`src/rtl/zt_sram_pkg.sv`:
```
package zt_sram_pkg;

    typedef enum logic [1:0] {
        ST_IDLE  = 2'd0,
        ST_READ  = 2'd1,
        ST_WRITE = 2'd2
    } zt_state_e;

    localparam int unsigned LANE_W = 8;

endpackage

```
`src/rtl/zt_cmd_fsm.sv`:
```
module zt_cmd_fsm
    import zt_sram_pkg::*;
#(
    parameter int unsigned ADDR_W = 6,
    parameter int unsigned LANES  = 2
) (
    input  logic              clk,
    input  logic              rst_n,
    input  logic              step_en,
    input  logic              sel1_n,
    input  logic              sel2,
    input  logic              sel3_n,
    input  logic              wr_n,
    input  logic              step_load,
    input  logic [ADDR_W-1:0] addr,
    input  logic [LANES-1:0]  lane_wr_n,
    output zt_state_e         state,
    output logic [ADDR_W-1:0] base_addr,
    output logic [1:0]        burst_cnt,
    output logic [LANES-1:0]  lane_q
);

    zt_state_e state_q;
    zt_state_e state_d;
    logic      selected;

    assign selected = !sel1_n && sel2 && !sel3_n;

    // next-state logic: LOAD_READ, LOAD_WRITE, DESELECT, CONTINUE
    always_comb begin
        state_d = state_q;
        unique case (state_q)
            ST_IDLE: begin
                if (!step_load && selected)
                    state_d = wr_n ? ST_READ : ST_WRITE;
            end
            ST_READ, ST_WRITE: begin
                if (!step_load) begin
                    if (!selected)
                        state_d = ST_IDLE;
                    else
                        state_d = wr_n ? ST_READ : ST_WRITE;
                end
            end
            default: state_d = ST_IDLE;
        endcase
    end

    // state register; STALL when step_en is low
    always_ff @(posedge clk or negedge rst_n) begin
        if (!rst_n)
            state_q <= ST_IDLE;
        else if (step_en)
            state_q <= state_d;
    end

    // burst address and lane capture
    always_ff @(posedge clk or negedge rst_n) begin
        if (!rst_n) begin
            base_addr <= '0;
            burst_cnt <= '0;
            lane_q    <= '1;
        end else if (step_en) begin
            lane_q <= lane_wr_n;
            if (step_load) begin
                burst_cnt <= burst_cnt + 2'd1;
            end else begin
                base_addr <= addr;
                burst_cnt <= '0;
            end
        end
    end

    assign state = state_q;

    p_stall_holds_r8: assert property (@(posedge clk) disable iff (!rst_n)
        !step_en |=> ($stable(state_q) && $stable(burst_cnt) && $stable(base_addr)));

    p_continue_keeps_type_r7: assert property (@(posedge clk) disable iff (!rst_n)
        (step_en && step_load) |=> $stable(state_q));

    p_deselect_idle_r1: assert property (@(posedge clk) disable iff (!rst_n)
        (step_en && !step_load && (sel1_n || !sel2 || sel3_n)) |=> (state_q == ST_IDLE));

    p_counter_steps_r5: assert property (@(posedge clk) disable iff (!rst_n)
        (step_en && step_load) |=> (burst_cnt == $past(burst_cnt) + 2'd1));

endmodule

```
`src/rtl/zt_burst_addr.sv`:
```
module zt_burst_addr #(
    parameter int unsigned ADDR_W = 6
) (
    input  logic [ADDR_W-1:0] base_addr,
    input  logic [1:0]        burst_cnt,
    input  logic              burst_ilv,
    output logic [ADDR_W-1:0] eff_addr
);

    logic [1:0] low_bits;

    always_comb begin
        if (burst_ilv)
            low_bits = base_addr[1:0] ^ burst_cnt;
        else
            low_bits = base_addr[1:0] + burst_cnt;
    end

    generate
        if (ADDR_W > 2) begin : g_wide
            assign eff_addr = {base_addr[ADDR_W-1:2], low_bits};
        end else begin : g_narrow
            assign eff_addr = low_bits;
        end
    endgenerate

endmodule

```
`src/rtl/zt_mem_array.sv`:
```
module zt_mem_array
    import zt_sram_pkg::*;
#(
    parameter int unsigned ADDR_W = 6,
    parameter int unsigned LANES  = 2
) (
    input  logic                    clk,
    input  logic                    rst_n,
    input  logic                    wr_en,
    input  logic [ADDR_W-1:0]       acc_addr,
    input  logic [LANES-1:0]        lane_wr_n,
    input  logic [LANES*LANE_W-1:0] wr_data,
    output logic [LANES*LANE_W-1:0] rd_data
);

    localparam int unsigned DEPTH = 1 << ADDR_W;

    generate
        for (genvar ln = 0; ln < LANES; ln++) begin : g_lane
            logic [LANE_W-1:0] bank [DEPTH];

            always_ff @(posedge clk or negedge rst_n) begin
                if (!rst_n) begin
                    for (int w = 0; w < DEPTH; w++)
                        bank[w] <= '0;
                end else if (wr_en && !lane_wr_n[ln]) begin
                    bank[acc_addr] <= wr_data[ln*LANE_W +: LANE_W];
                end
            end

            assign rd_data[ln*LANE_W +: LANE_W] = bank[acc_addr];
        end
    endgenerate

endmodule

```
`src/rtl/zt_bus_ctrl.sv`:
```
module zt_bus_ctrl
    import zt_sram_pkg::*;
(
    input  logic      clk,
    input  logic      rst_n,
    input  logic      sleep,
    input  logic      out_en_n,
    input  zt_state_e state,
    output logic      rd_drive
);

    logic wake_q;

    always_ff @(posedge clk or negedge rst_n) begin
        if (!rst_n)
            wake_q <= 1'b0;
        else
            wake_q <= sleep;
    end

    assign rd_drive = (state == ST_READ) && !out_en_n && !sleep && !wake_q;

    p_quiet_in_sleep_r10: assert property (@(posedge clk) disable iff (!rst_n)
        sleep |-> !rd_drive);

    p_quiet_after_sleep_r10: assert property (@(posedge clk) disable iff (!rst_n)
        $fell(sleep) |-> !rd_drive);

    p_drive_needs_read_r9: assert property (@(posedge clk) disable iff (!rst_n)
        rd_drive |-> (state == ST_READ && !out_en_n));

endmodule

```
`src/rtl/zt_sram.sv`:
```
module zt_sram
    import zt_sram_pkg::*;
#(
    parameter int unsigned ADDR_W = 6,
    parameter int unsigned LANES  = 2
) (
    input  logic                    clk,
    input  logic                    rst_n,
    input  logic                    sel1_n,
    input  logic                    sel2,
    input  logic                    sel3_n,
    input  logic                    wr_n,
    input  logic                    clk_en_n,
    input  logic                    step_load,
    input  logic [LANES-1:0]        lane_wr_n,
    input  logic [ADDR_W-1:0]       addr,
    input  logic                    burst_ilv,
    input  logic                    out_en_n,
    input  logic                    sleep,
    input  logic [LANES*LANE_W-1:0] wr_data,
    output logic [LANES*LANE_W-1:0] rd_data,
    output logic                    rd_drive
);

    zt_state_e         state;
    logic [ADDR_W-1:0] base_addr;
    logic [ADDR_W-1:0] eff_addr;
    logic [1:0]        burst_cnt;
    logic [LANES-1:0]  lane_q;
    logic              step_en;
    logic              commit;

    assign step_en = !clk_en_n && !sleep;
    assign commit  = step_en && (state == ST_WRITE);

    zt_cmd_fsm #(.ADDR_W(ADDR_W), .LANES(LANES)) u_fsm (
        .clk       (clk),
        .rst_n     (rst_n),
        .step_en   (step_en),
        .sel1_n    (sel1_n),
        .sel2      (sel2),
        .sel3_n    (sel3_n),
        .wr_n      (wr_n),
        .step_load (step_load),
        .addr      (addr),
        .lane_wr_n (lane_wr_n),
        .state     (state),
        .base_addr (base_addr),
        .burst_cnt (burst_cnt),
        .lane_q    (lane_q)
    );

    zt_burst_addr #(.ADDR_W(ADDR_W)) u_addr (
        .base_addr (base_addr),
        .burst_cnt (burst_cnt),
        .burst_ilv (burst_ilv),
        .eff_addr  (eff_addr)
    );

    zt_mem_array #(.ADDR_W(ADDR_W), .LANES(LANES)) u_mem (
        .clk       (clk),
        .rst_n     (rst_n),
        .wr_en     (commit),
        .acc_addr  (eff_addr),
        .lane_wr_n (lane_q),
        .wr_data   (wr_data),
        .rd_data   (rd_data)
    );

    zt_bus_ctrl u_bus (
        .clk      (clk),
        .rst_n    (rst_n),
        .sleep    (sleep),
        .out_en_n (out_en_n),
        .state    (state),
        .rd_drive (rd_drive)
    );

    p_no_write_while_stalled_r8: assert property (@(posedge clk) disable iff (!rst_n)
        (clk_en_n || sleep) |-> !commit);

endmodule

```
`config.mk`:
```
export PLATFORM = sky130hd
export DESIGN_NAME = zt_sram
export DESIGN_NICKNAME = d
export VERILOG_FILES = /design/src/rtl/zt_sram_pkg.sv /design/src/rtl/zt_cmd_fsm.sv /design/src/rtl/zt_burst_addr.sv /design/src/rtl/zt_mem_array.sv /design/src/rtl/zt_bus_ctrl.sv /design/src/rtl/zt_sram.sv
export SDC_FILE = /design/constraint.sdc
export NUM_CORES = 1
export LEC_CHECK = 0
export BUFFER_PORTS_ARGS = -buffer_cell sky130_fd_sc_hd__buf_2
export CAP_MARGIN = 10
export CELL_PAD_IN_SITES_DETAIL_PLACEMENT = 1
export CELL_PAD_IN_SITES_GLOBAL_PLACEMENT = 2
export CORE_MARGIN = 2
export CORE_UTILIZATION = 50
export CTS_BUF_LIST = sky130_fd_sc_hd__clkbuf_16
export DETAILED_ROUTE_END_ITERATION = 8
export HOLD_SLACK_MARGIN = 0.15
export PLACE_DENSITY_LB_ADDON = 0.3
export SLEW_MARGIN = 20
export SYNTH_ARGS = -nofsm -noshare
export SYNTH_HDL_FRONTEND = slang
export SYNTH_SLANG_ARGS = --single-unit
```
`constraint.sdc`:
```
create_clock -name clk -period 13.5 [get_ports clk]
set_clock_uncertainty 0.1 [all_clocks]
set_input_delay 4.05 -clock clk [delete_from_list [all_inputs] [get_ports clk]]
set_output_delay 4.05 -clock clk [all_outputs]
set_load 0.01 [all_outputs]
```
==> impl_metrics.json, run 1 <==
{
  "cts.clk_slew.worst_paths_ns": 0.06,
  "htree_num_levels": 3,
  "port_buffers": 51,
  "die_h_um": 322,
  "fill_cells": 9559,
  "area_delta_synth_final_pct": 10.0,
  "hold_path_depth": 1,
  "first_pass_iters": 5,
  "crit_arrival_ns": 7.72,
  "place_ws_ns": 1.74,
  "synth_area_per_cell_um2": 13.4,
  "fin_cells": 5156,
  "rows": 116,
  "ys_ff_latch": 1037,
  "setup_ws_ns": 1.63,
  "synth_largest_area_cell": "dfrtp_1",
  "finalSetupViolations": 0,
  "finalHoldViolCount": 0,
  "drive_gt1_share_pct": 40.7,
  "die_w_um": 322,
  "cts_buffer_depth": 3,
  "leakage_nw": 27.2,
  "grt_util_all_layers_pct": 30.5,
  "critPathKind": "input pin to output port",
  "reg2regPathDepth": 8,
  "routed_via_density": 6.52,
  "fmax_mhz": 84.3,
  "cts.sinks": 1037,
  "via_count": 33600,
  "syn_inst": 3781,
  "holdBufCountCts": 0,
  "ys.flop_type": "dfrtp_1",
  "post_drt_wl_per_cell_um": 30.4,
  "peakVddDrop_uv": 106,
  "drt_iter0_drc": 2778,
  "synthTopCellsByArea": "dfrtp_1 51%, mux2_2 23%, mux2i_1 5.1%",
  "postCtsSetupRepairBufs": 0,
  "final_util_pct": 55.6,
  "cts_buffers": 112,
  "synth_top_area_share_pct": 51.1,
  "min_period_ns": 11.87,
  "crit_fanout": 46,
  "hold_slack_ns": 0.393,
  "timing.max_cap.violations": 0,
  "wl_um": 157000,
  "drv_slew": 0,
  "dpl.hpwl_um": 96300,
  "root_buffer": "clkbuf_16",
  "num_io_pins": 52,
  "grt_pass1_vias": 36500,
  "end_kind": "output port",
  "clk-insertion-delay-late_ns": 0.71,
  "yosysUniqueCellTypes": 61,
  "routabilityCongestion": 0.842,
  "dieArea_um2": 104000,
  "ys_seq_area_share_pct": 51.2,
  "dp.cells": 4943,
  "initial_core_util_pct": 50.5,
  "synth_nets": 3821,
  "outcome": "finished, final reports clean",
  "grt_pass1_wl_um": 240000,
  "synth_area_um2": 50700,
  "cts_resized": 0,
  "cts_tree": "built",
  "synth_edf_count": 0,
  "fin_nets": 3742,
  "drc": 0,
  "power-per-cell-area_nw_per_um2": 151,
  "max-slew-margin-rel_pct": 15.3,
  "start_kind": "input pin",
  "tightest_slew_ns": 1.26,
  "fin_crit_sh_pct": 87.9,
  "antenna_found_initial": 4,
  "hold_path_class": "flop to flop",
  "cp_data_required_time_ns": 9.35,
  "fin_setup_tns_ns": 0,
  "core_um2": 100000,
  "yosys_warnings": 0,
  "grt_start_max_net_pins": 182,
  "ant_nets": 0,
  "overflow": 0,
  "grt_setup_unrepaired": "no",
  "async_flop_share_pct": 100
}
-- registers in the layout, summed over array words and instances (netlist names) --
register / cells
u_bus.wake_q: 1
u_fsm.base_addr: 6
u_fsm.burst_cnt: 2
u_fsm.lane_q: 2
u_fsm.state: 2
u_mem.g_lane.bank: 1024
-- worst paths after layout --
| check | slack [ns] | start | end |
|---|---|---|---|
| max | 1.63 | burst_ilv | rd_data[6] |
| min | 0.39 | u_mem.g_lane[1].bank[121] | u_mem.g_lane[1].bank[121] |
| max reg2reg | 8.55 | u_fsm.burst_cnt[0] | u_mem.g_lane[0].bank[499] |
| min reg2reg | 0.39 | u_mem.g_lane[1].bank[121] | u_mem.g_lane[1].bank[121] |
| max in group asynchronous | 7.53 | rst_n | u_fsm.base_addr[2] |
| min in group asynchronous | 3.24 | rst_n | u_mem.g_lane[1].bank[139] |
-- critical path, stage by stage --
cell and delay [ns]:
buf_2 0.17, nor2b_4 0.29, nand3_2 0.57, buf_4 0.56, o221ai_1 0.28, a211oi_1 0.09
nor4_1 1.08, nand4_1 0.31, buf_2 0.24
-- cells by family after synthesis --
family / synth area share (%)
flops: 51.2
mux: 32.2
compound gates: 7.00
buf+inv: 2.71
simple gates: 6.56
xor+xnor: 0.158
fa+ha+maj: 0.123
-- per-stage QoR --
stage,total power (W),area (µm²)
after floorplan,0.00467,50700
after global placement,0.00533,52100
after detailed placement,0.00539,52100
after CTS,0.00844,55700
after global routing,0.00871,55700
final,0.00841,55700
-- layout make-up --
cell class,instances,area [µm²],share of cell area [%]
Antenna cell,5,12.5,0.0224
Multi-Input combinational cell,2415,23500,42.1
Tap cell,1357,1700,3.05
Inverter,4,15.0,0.0269
Clock inverter,94,777,1.39
Timing Repair Buffer,132,1030,1.84
Clock buffer,112,2800,5.03
Sequential cell,1037,26000,46.6
-- report_power, final --
group	total [W]	leakage (nW)	switching (W)	internal (W)
clock network	0.00305	1.86	0.00131	0.00175
registers	0.00336	14.4	0.000112	0.00325
logic	0.00200	10.9	0.00129	0.000710
total	0.00841	27.2	0.00271	0.00570
-- cells in the final DEF (no fill, tap or decap), types with 10 or more instances in the layout --
master	Yosys	routed
buf_12	0	10
a211oi_1	126	126
nand3_2	12	12
a2111oi_0	14	14
o22ai_1	65	65
mux2i_1	256	256
a311oi_1	14	14
dfrtp_1	1035	1034
mux2_1	27	27
o221ai_1	72	72
nand2_1	127	126
and3b_1	66	66
buf_4	15	71
nor4_1	15	12
inv_1	3	35
clkinv_1	1	29
or2_2	14	14
nand3_1	77	76
mux2_2	1048	1048
o211a_1	42	42
nor3_1	74	72
nor2_2	67	68
o21a_1	63	63
nor2_4	27	28
o2111ai_1	28	28
and3_1	15	15
mux4_2	74	74
clkinv_2	0	10
clkbuf_16	0	112
nand4_1	16	16
bufinv_16	0	13
buf_2	51	48
-- layer usage --
metal,share of wire (%),global-route usage (%),vias to the layer above
met5,0.0083,0,-
met4,3.1,10.3,2
met3,5.2,3.83,287
met2,48,49.4,1010
met1,44,42.8,18300
li1,-,-,14000
-- synthesized netlist by cell type, types with 5 or more instances --
cell,number
buf_4,15
and2_1,7
nand4_1,16
clkbuf_1,217
and3_1,15
dfrtp_1,1035
o211a_1,42
or2_2,14
o22ai_1,65
o221ai_1,72
o2111ai_1,28
nand2_1,127
ha_1,5
mux4_2,74
mux2i_1,256
nor2_2,67
o21a_1,63
a21oi_1,6
nor2b_1,8
nor2_1,9
nor3_1,74
a2111oi_0,14
mux2_2,1048
a211oi_1,126
nor2_4,27
buf_1,39
mux2_1,27
nor4_1,15
nand3_2,12
buf_2,51
and3b_1,66
nand3_1,77
a311oi_1,14
Note: power is estimated with default switching activity, not from simulation.
==> run 2: changes to the inputs <==
--- a/config.mk
+++ b/config.mk
@@ -15,6 +15,7 @@
 export DETAILED_ROUTE_END_ITERATION = 8
 export HOLD_SLACK_MARGIN = 0.15
 export PLACE_DENSITY_LB_ADDON = 0.3
+export RECOVER_POWER = 100
 export SLEW_MARGIN = 20
 export SYNTH_ARGS = -nofsm -noshare
 export SYNTH_HDL_FRONTEND = slang
==> impl_metrics.json, run 2 (same netlist as run 1, synthesis figures left out) <==
{
  "outcome": "complete, but fails checks",
  "violations": "max-capacitance violations, max-slew violations",
  "overflow": 0,
  "dieArea_um2": 104000,
  "core_um2": 100000,
  "p_total_w": 0.00836,
  "leakage_nw": 27.1,
  "drive_gt1_share_pct": 36.5,
  "reg2regPathDepth": 9,
  "final_area_um2": 55200,
  "hold_start": "u_mem.g_lane[1].bank[121]",
  "dpl.hpwl_um": 96300,
  "path_buf_inv": 4,
  "hold_path_end": "u_mem.g_lane[1].bank[121]",
  "fin_nets": 3742,
  "area_delta_synth_final_pct": 8.85,
  "fin_cells": 5155,
  "cts_buffers": 112,
  "drc": 0,
  "timing.max_cap.violations": 10,
  "die_h_um": 322,
  "fin_setup_tns_ns": 0,
  "worstPathCellList": "clkbuf_1 > nor2b_1 > xnor2_1 > buf_4 > clkbuf_1 > mux2_2 > o211a_1 > a2111oi_0 > nand4_1 > clkbuf_1",
  "postCtsSetupRepairBufs": 0,
  "via_count": 33500,
  "die_w_um": 322,
  "holdBufCountCts": 0,
  "fmax_mhz": 80.4,
  "port_buffers": 51,
  "rr_endpoint": "u_mem.g_lane[1].bank[274]",
  "crit_fanout": 24,
  "cpLargestDelayFamily": "buffers and inverters",
  "finalSetupViolations": 0,
  "cp.depth": 10,
  "hold_slack_ns": 0.394,
  "power-per-cell-area_nw_per_um2": 152,
  "grt_start_max_net_pins": 182,
  "drv_slew": 402,
  "grt_pass1_vias": 36500,
  "post_drt_wl_per_cell_um": 30.4,
  "switching_power_w": 0.00268,
  "cts.clk_slew.worst_paths_ns": 0.06,
  "root_buffer": "clkbuf_16",
  "end_kind": "output port",
  "grt_pass1_wl_um": 240000,
  "rows": 116,
  "p_int_w": 0.00569,
  "clkPwrFrac_pct": 36.5,
  "hold_path_class": "flop to flop",
  "num_io_pins": 52,
  "largest_reg_flops": 1024,
  "start_kind": "input pin",
  "largest_registers": "u_mem.g_lane.bank (1024), u_fsm.base_addr (6)",
  "routabilityCongestion": 0.842,
  "switching_share_pct": 32.0,
  "cts_tree": "built",
  "cts_resized": 0,
  "r2r-start": "u_fsm.burst_cnt[0]",
  "initial_core_util_pct": 50.5,
  "finalHoldViolCount": 0,
  "postPlaceCellArea_um2": 52100,
  "grt_util_all_layers_pct": 30.5,
  "cpMostUsedCell": "clkbuf_1",
  "critPathMaxStageDelay_ns": 0.97,
  "fin_crit_sh_pct": 92.1,
  "wl_um": 157000,
  "seq_power_share_pct": 40.1,
  "first_pass_iters": 5,
  "ant_nets": 0,
  "max-slew-margin-rel_pct": -278,
  "routed_via_density": 6.50,
  "cts_buffer_depth": 3,
  "tightest_slew_ns": 5.67,
  "htree_num_levels": 3,
  "critPathKind": "input pin to output port",
  "grt_setup_unrepaired": "no",
  "mostFrequentLayoutCells": "1034 x dfrtp_1, 1026 x mux2_2, 256 x mux2i_1",
  "crit_slowest_cell": "clkbuf_1",
  "top_register": "u_mem.g_lane.bank",
  "min_period_ns": 12.43,
  "peakVddDrop_uv": 106,
  "hold_path_depth": 1,
  "p_comb_share_pct": 23.4,
  "dp.cells": 4943,
  "clk-insertion-delay-late_ns": 0.72,
  "cp_data_required_time_ns": 9.35,
  "reg2reg_slack_ns": 6.76,
  "antenna_found_initial": 5,
  "final_common_cell": "dfrtp_1",
  "drt_iter0_drc": 2794,
  "cts.sinks": 1037,
  "crit_arrival_ns": 8.28
}
## run 2: how the worst max path moves through the flow
stage / endpoint / slack [ns] / startpoint
floorplan: rd_data[2] / 3.38 / burst_ilv
global placement: rd_data[8] / 1.75 / burst_ilv
detailed placement: rd_data[4] / 1.74 / burst_ilv
CTS: rd_data[4] / 1.72 / burst_ilv
global route: u_fsm.base_addr[2] / 0.87 / rst_n
finish: rd_data[14] / 1.07 / burst_ilv
## run 2: through the flow
stage / setup slack [ns] / util [%]
final: 1.07 / 55.0
after detailed placement: 1.74 / 51.9
after CTS: 1.72 / 55.5
after floorplan: 3.38 / -
after global placement: 1.75 / 51.9
after global routing: 0.872 / 55.0
## run 2: worst register-to-register path: stages (launching register included)
cell and delay (ns):
dfrtp_1 0.42, ha_4 0.49, nor2b_1 0.71, xnor2_1 0.26, buf_4 0.49, clkbuf_1 0.99, nand3_1 0.94, clkbuf_1 0.65
nor2_1 1.15, mux2_2 0.43
## run 2: final cells by class
class / instances / area [µm²]
timing repair buffer: 132 / 933
clock buffer: 112 / 2800
inverter: 4 / 15.0
sequential: 1037 / 26000
multi-input combinational: 2415 / 23000
fill: 9605 / 45100
antenna: 4 / 10.0
clock inverter: 94 / 777
tap: 1357 / 1700
## run 2: metal layers
metal | vias to the layer above | global-route usage [%] | part of all wire, %
li1 | 14000 | - | -
met1 | 18300 | 42.8 | 44
met2 | 936 | 49.4 | 48
met3 | 272 | 3.83 | 5.1
met4 | 2 | 10.3 | 3.0
met5 | - | 0 | 0.0083
## run 2: power groups by stage
stage	registers [W]	clock network, W	logic [W]
2_1_floorplan	0.00336	0	0.00132
3_3_place_gp	0.00339	0	0.00194
3_5_place_dp	0.00341	0	0.00198
4_1_cts	0.00336	0.00309	0.00199
5_1_grt	0.00337	0.00324	0.00206
6_report	0.00336	0.00305	0.00196
==> run 3: changes to the inputs <==
--- a/config.mk
+++ b/config.mk
@@ -19,4 +19,5 @@
 export SLEW_MARGIN = 20
 export SYNTH_ARGS = -nofsm -noshare
 export SYNTH_HDL_FRONTEND = slang
+export SYNTH_HIERARCHICAL = 1
 export SYNTH_SLANG_ARGS = --single-unit
==> impl_metrics.json, run 3 <==
{
  "overflow": 0,
  "finalHoldViolCount": 0,
  "wl_um": 162000,
  "clkPwrFrac_pct": 34.8,
  "cpMostUsedCell": "a221oi_1",
  "clk-insertion-delay-late_ns": 0.69,
  "power-per-cell-area_nw_per_um2": 163,
  "first_pass_iters": 6,
  "hold_path_class": "flop to flop",
  "place_ws_ns": 1.82,
  "seq_power_share_pct": 40.4,
  "fill_cells": 9091,
  "root_buffer": "clkbuf_16",
  "async_flop_share_pct": 100,
  "min_period_ns": 12.49,
  "mostFrequentLayoutCells": "1034 x dfrtp_1, 1003 x mux2_2, 164 x a221oi_1",
  "drv_slew": 630,
  "switching_share_pct": 34.2,
  "core_um2": 94900,
  "p_comb_share_pct": 24.8,
  "critPathKind": "input pin to output port",
  "timing.max_cap.violations": 12,
  "final_util_pct": 54.7,
  "setup_ws_ns": 1.01,
  "via_count": 32200,
  "fin_setup_tns_ns": 0,
  "ant_nets": 0,
  "cts_buffers": 110,
  "cp_data_required_time_ns": 9.35,
  "p_int_w": 0.00556,
  "fmax_mhz": 80.0,
  "grt_setup_unrepaired": "no",
  "crit_slowest_cell": "nor2b_2",
  "violations": "max-capacitance violations, max-slew violations",
  "worstPathCellList": "buf_2 > nor2b_1 > xnor2_1 > buf_12 > nor2b_2 > buf_4 > a221oi_1 > nor2_1 > a221oi_1 > o22a_1 > o211ai_1 > clkbuf_1",
  "drt_iter0_drc": 3116,
  "final_common_cell": "dfrtp_1",
  "globalRouteMet2Util_pct": 51.8,
  "cpLargestDelayFamily": "simple AND/OR/NAND/NOR gates",
  "ys.flop_type": "dfrtp_1",
  "postCtsSetupRepairBufs": 0,
  "cts_buffer_depth": 3,
  "drc": 0,
  "post_drt_wl_per_cell_um": 33.6,
  "start_kind": "input pin",
  "ys_seq_area_share_pct": 54.4,
  "synth_edf_count": 0,
  "cts_resized": 0,
  "finalSetupViolations": 0,
  "antenna_found_initial": 6,
  "leakage_nw": 24.8,
  "max-slew-margin-rel_pct": -350,
  "synthTopCellsByArea": "dfrtp_1 54%, mux2_2 24%, a221oi_1 3.0%",
  "tightest_slew_ns": 6.75,
  "critPathMaxStageDelay_ns": 1.53,
  "holdBufCountCts": 0,
  "rows": 113,
  "busiest_layer": "met2",
  "use_met3_pct": 6.98,
  "dpl.hpwl_um": 101000,
  "synth_area_um2": 47700,
  "routed_via_density": 6.71,
  "outcome": "complete, but fails checks",
  "grt_pass1_wl_um": 241000,
  "synth.most_common_cell": "dfrtp_1",
  "fin_nets": 3488,
  "multi_input_area_um2": 19900,
  "port_buffers": 51,
  "largest_reg_flops": 1024,
  "synth_largest_area_cell": "dfrtp_1",
  "htree_num_levels": 3,
  "top_register": "u_mem/g_lane.bank",
  "end_kind": "output port",
  "synth_top_area_share_pct": 54.3,
  "yosysUniqueCellTypes": 70,
  "area_delta_synth_final_pct": 8.72,
  "cts_tree": "built",
  "grt_pass1_vias": 35000,
  "syn_inst": 3505,
  "crit_fanout": 51,
  "ys_ff_latch": 1037,
  "synth_nets": 3543,
  "drive_gt1_share_pct": 38.1,
  "num_io_pins": 52,
  "routabilityCongestion": 0.886,
  "fin_crit_sh_pct": 92.5,
  "largest_registers": "u_mem/g_lane.bank (1024), u_fsm/base_addr (6)",
  "synth_common_cells": "1035 x dfrtp_1, 1016 x mux2_2, 164 x a221oi_1, 162 x a22oi_1, 151 x clkbuf_1",
  "gr-usage-met1_pct": 45.9,
  "cts.sinks": 1037,
  "grt_util_all_layers_pct": 33.1,
  "yosys_warnings": 6,
  "path_buf_inv": 4,
  "crit_arrival_ns": 8.34,
  "dieArea_um2": 98000,
  "grt_start_max_net_pins": 190,
  "die_h_um": 313,
  "cts.clk_slew.worst_paths_ns": 0.06,
  "peakVddDrop_uv": 119,
  "die_w_um": 313,
  "ff_latch_area_um2": 26000,
  "initial_core_util_pct": 50.3,
  "switching_power_w": 0.00289,
  "synth_area_per_cell_um2": 13.6
}
-- run 3: changes by cell type in the layout (fill, tap and decap cells not counted), moves of 64 or more --
cell      change
and3b_1      -64
a211oi_1    -117
mux2i_1     -197
a221oi_1    +164
nand3_1      -76
a22oi_1     +158
-- run 3: logic make-up (layout without fill, tap and decap cells) --
group	count (synthesis)	in the layout	synth area share, %
AND/OR/NAND/NOR	364	364	4.58
adder cells (fa/ha/maj)	3	3	0.0786
AO/OA/AOI/OAI	621	621	9.61
XOR/XNOR	2	2	0.0367
other	0	1	0
buffers and inverters	308	345	2.97
multiplexers	1170	1170	28.4
flip-flops	1037	1037	54.4
-- run 3: per-layer routing --
layer / up-vias / part of all wire, %
li1: 13100 / -
met1: 17500 / 42
met2: 1354 / 46
met3: 346 / 7.9
met4: 8 / 3.8
met5: - / 0.036
-- run 3: path summary, 6_finish.rpt --
kind | slack, ns | start | endpoint | cells after the start
min in group asynchronous | 5.80 | rst_n | u_mem/g_lane[1].bank[10] | 1
worst min register to register | 0.39 | u_mem/g_lane[0].bank[5] | u_mem/g_lane[0].bank[5] | 1
worst min-delay path | 0.39 | u_mem/g_lane[0].bank[5] | u_mem/g_lane[0].bank[5] | 1
worst max-delay path | 1.01 | burst_ilv | rd_data[14] | 12
worst max register to register | 7.86 | u_fsm/base_addr[2] | u_mem/g_lane[0].bank[479] | 6
max in group asynchronous | 2.25 | rst_n | u_mem/g_lane[1].bank[467] | 2
-- run 3: power groups by stage --
stage	registers (W)	logic (W)	clock network [W]
2_1_floorplan	0.00342	0.00121	0
3_3_place_gp	0.00344	0.00204	0
3_5_place_dp	0.00346	0.00207	0
4_1_cts	0.00341	0.00208	0.00298
5_1_grt	0.00343	0.00216	0.00311
6_report	0.00341	0.00209	0.00294
-- run 3: layout make-up --
type / count / area share [%]
multi-input combinational: 2160 / 38.3
timing repair buffer: 131 / 1.87
clock buffer: 112 / 5.40
antenna: 1 / 0.00482
inverter: 10 / 0.0723
sequential: 1037 / 50.0
clock inverter: 92 / 1.28
tap: 1265 / 3.05
-- run 3: metrics by stage --
stage | std cells | cell area, µm² | hold slack [ns] | power [W]
6_report | 4808 | 51900 | 0.385 | 0.00844
5_1_grt | 4807 | 51900 | 0.402 | 0.00870
4_1_cts | 4806 | 52500 | 0.387 | 0.00847
3_5_place_dp | 4602 | 49000 | 0.374 | 0.00554
2_1_floorplan | 3505 | 47700 | 0.352 | 0.00463
3_3_place_gp | 4602 | 49000 | 0.361 | 0.00548
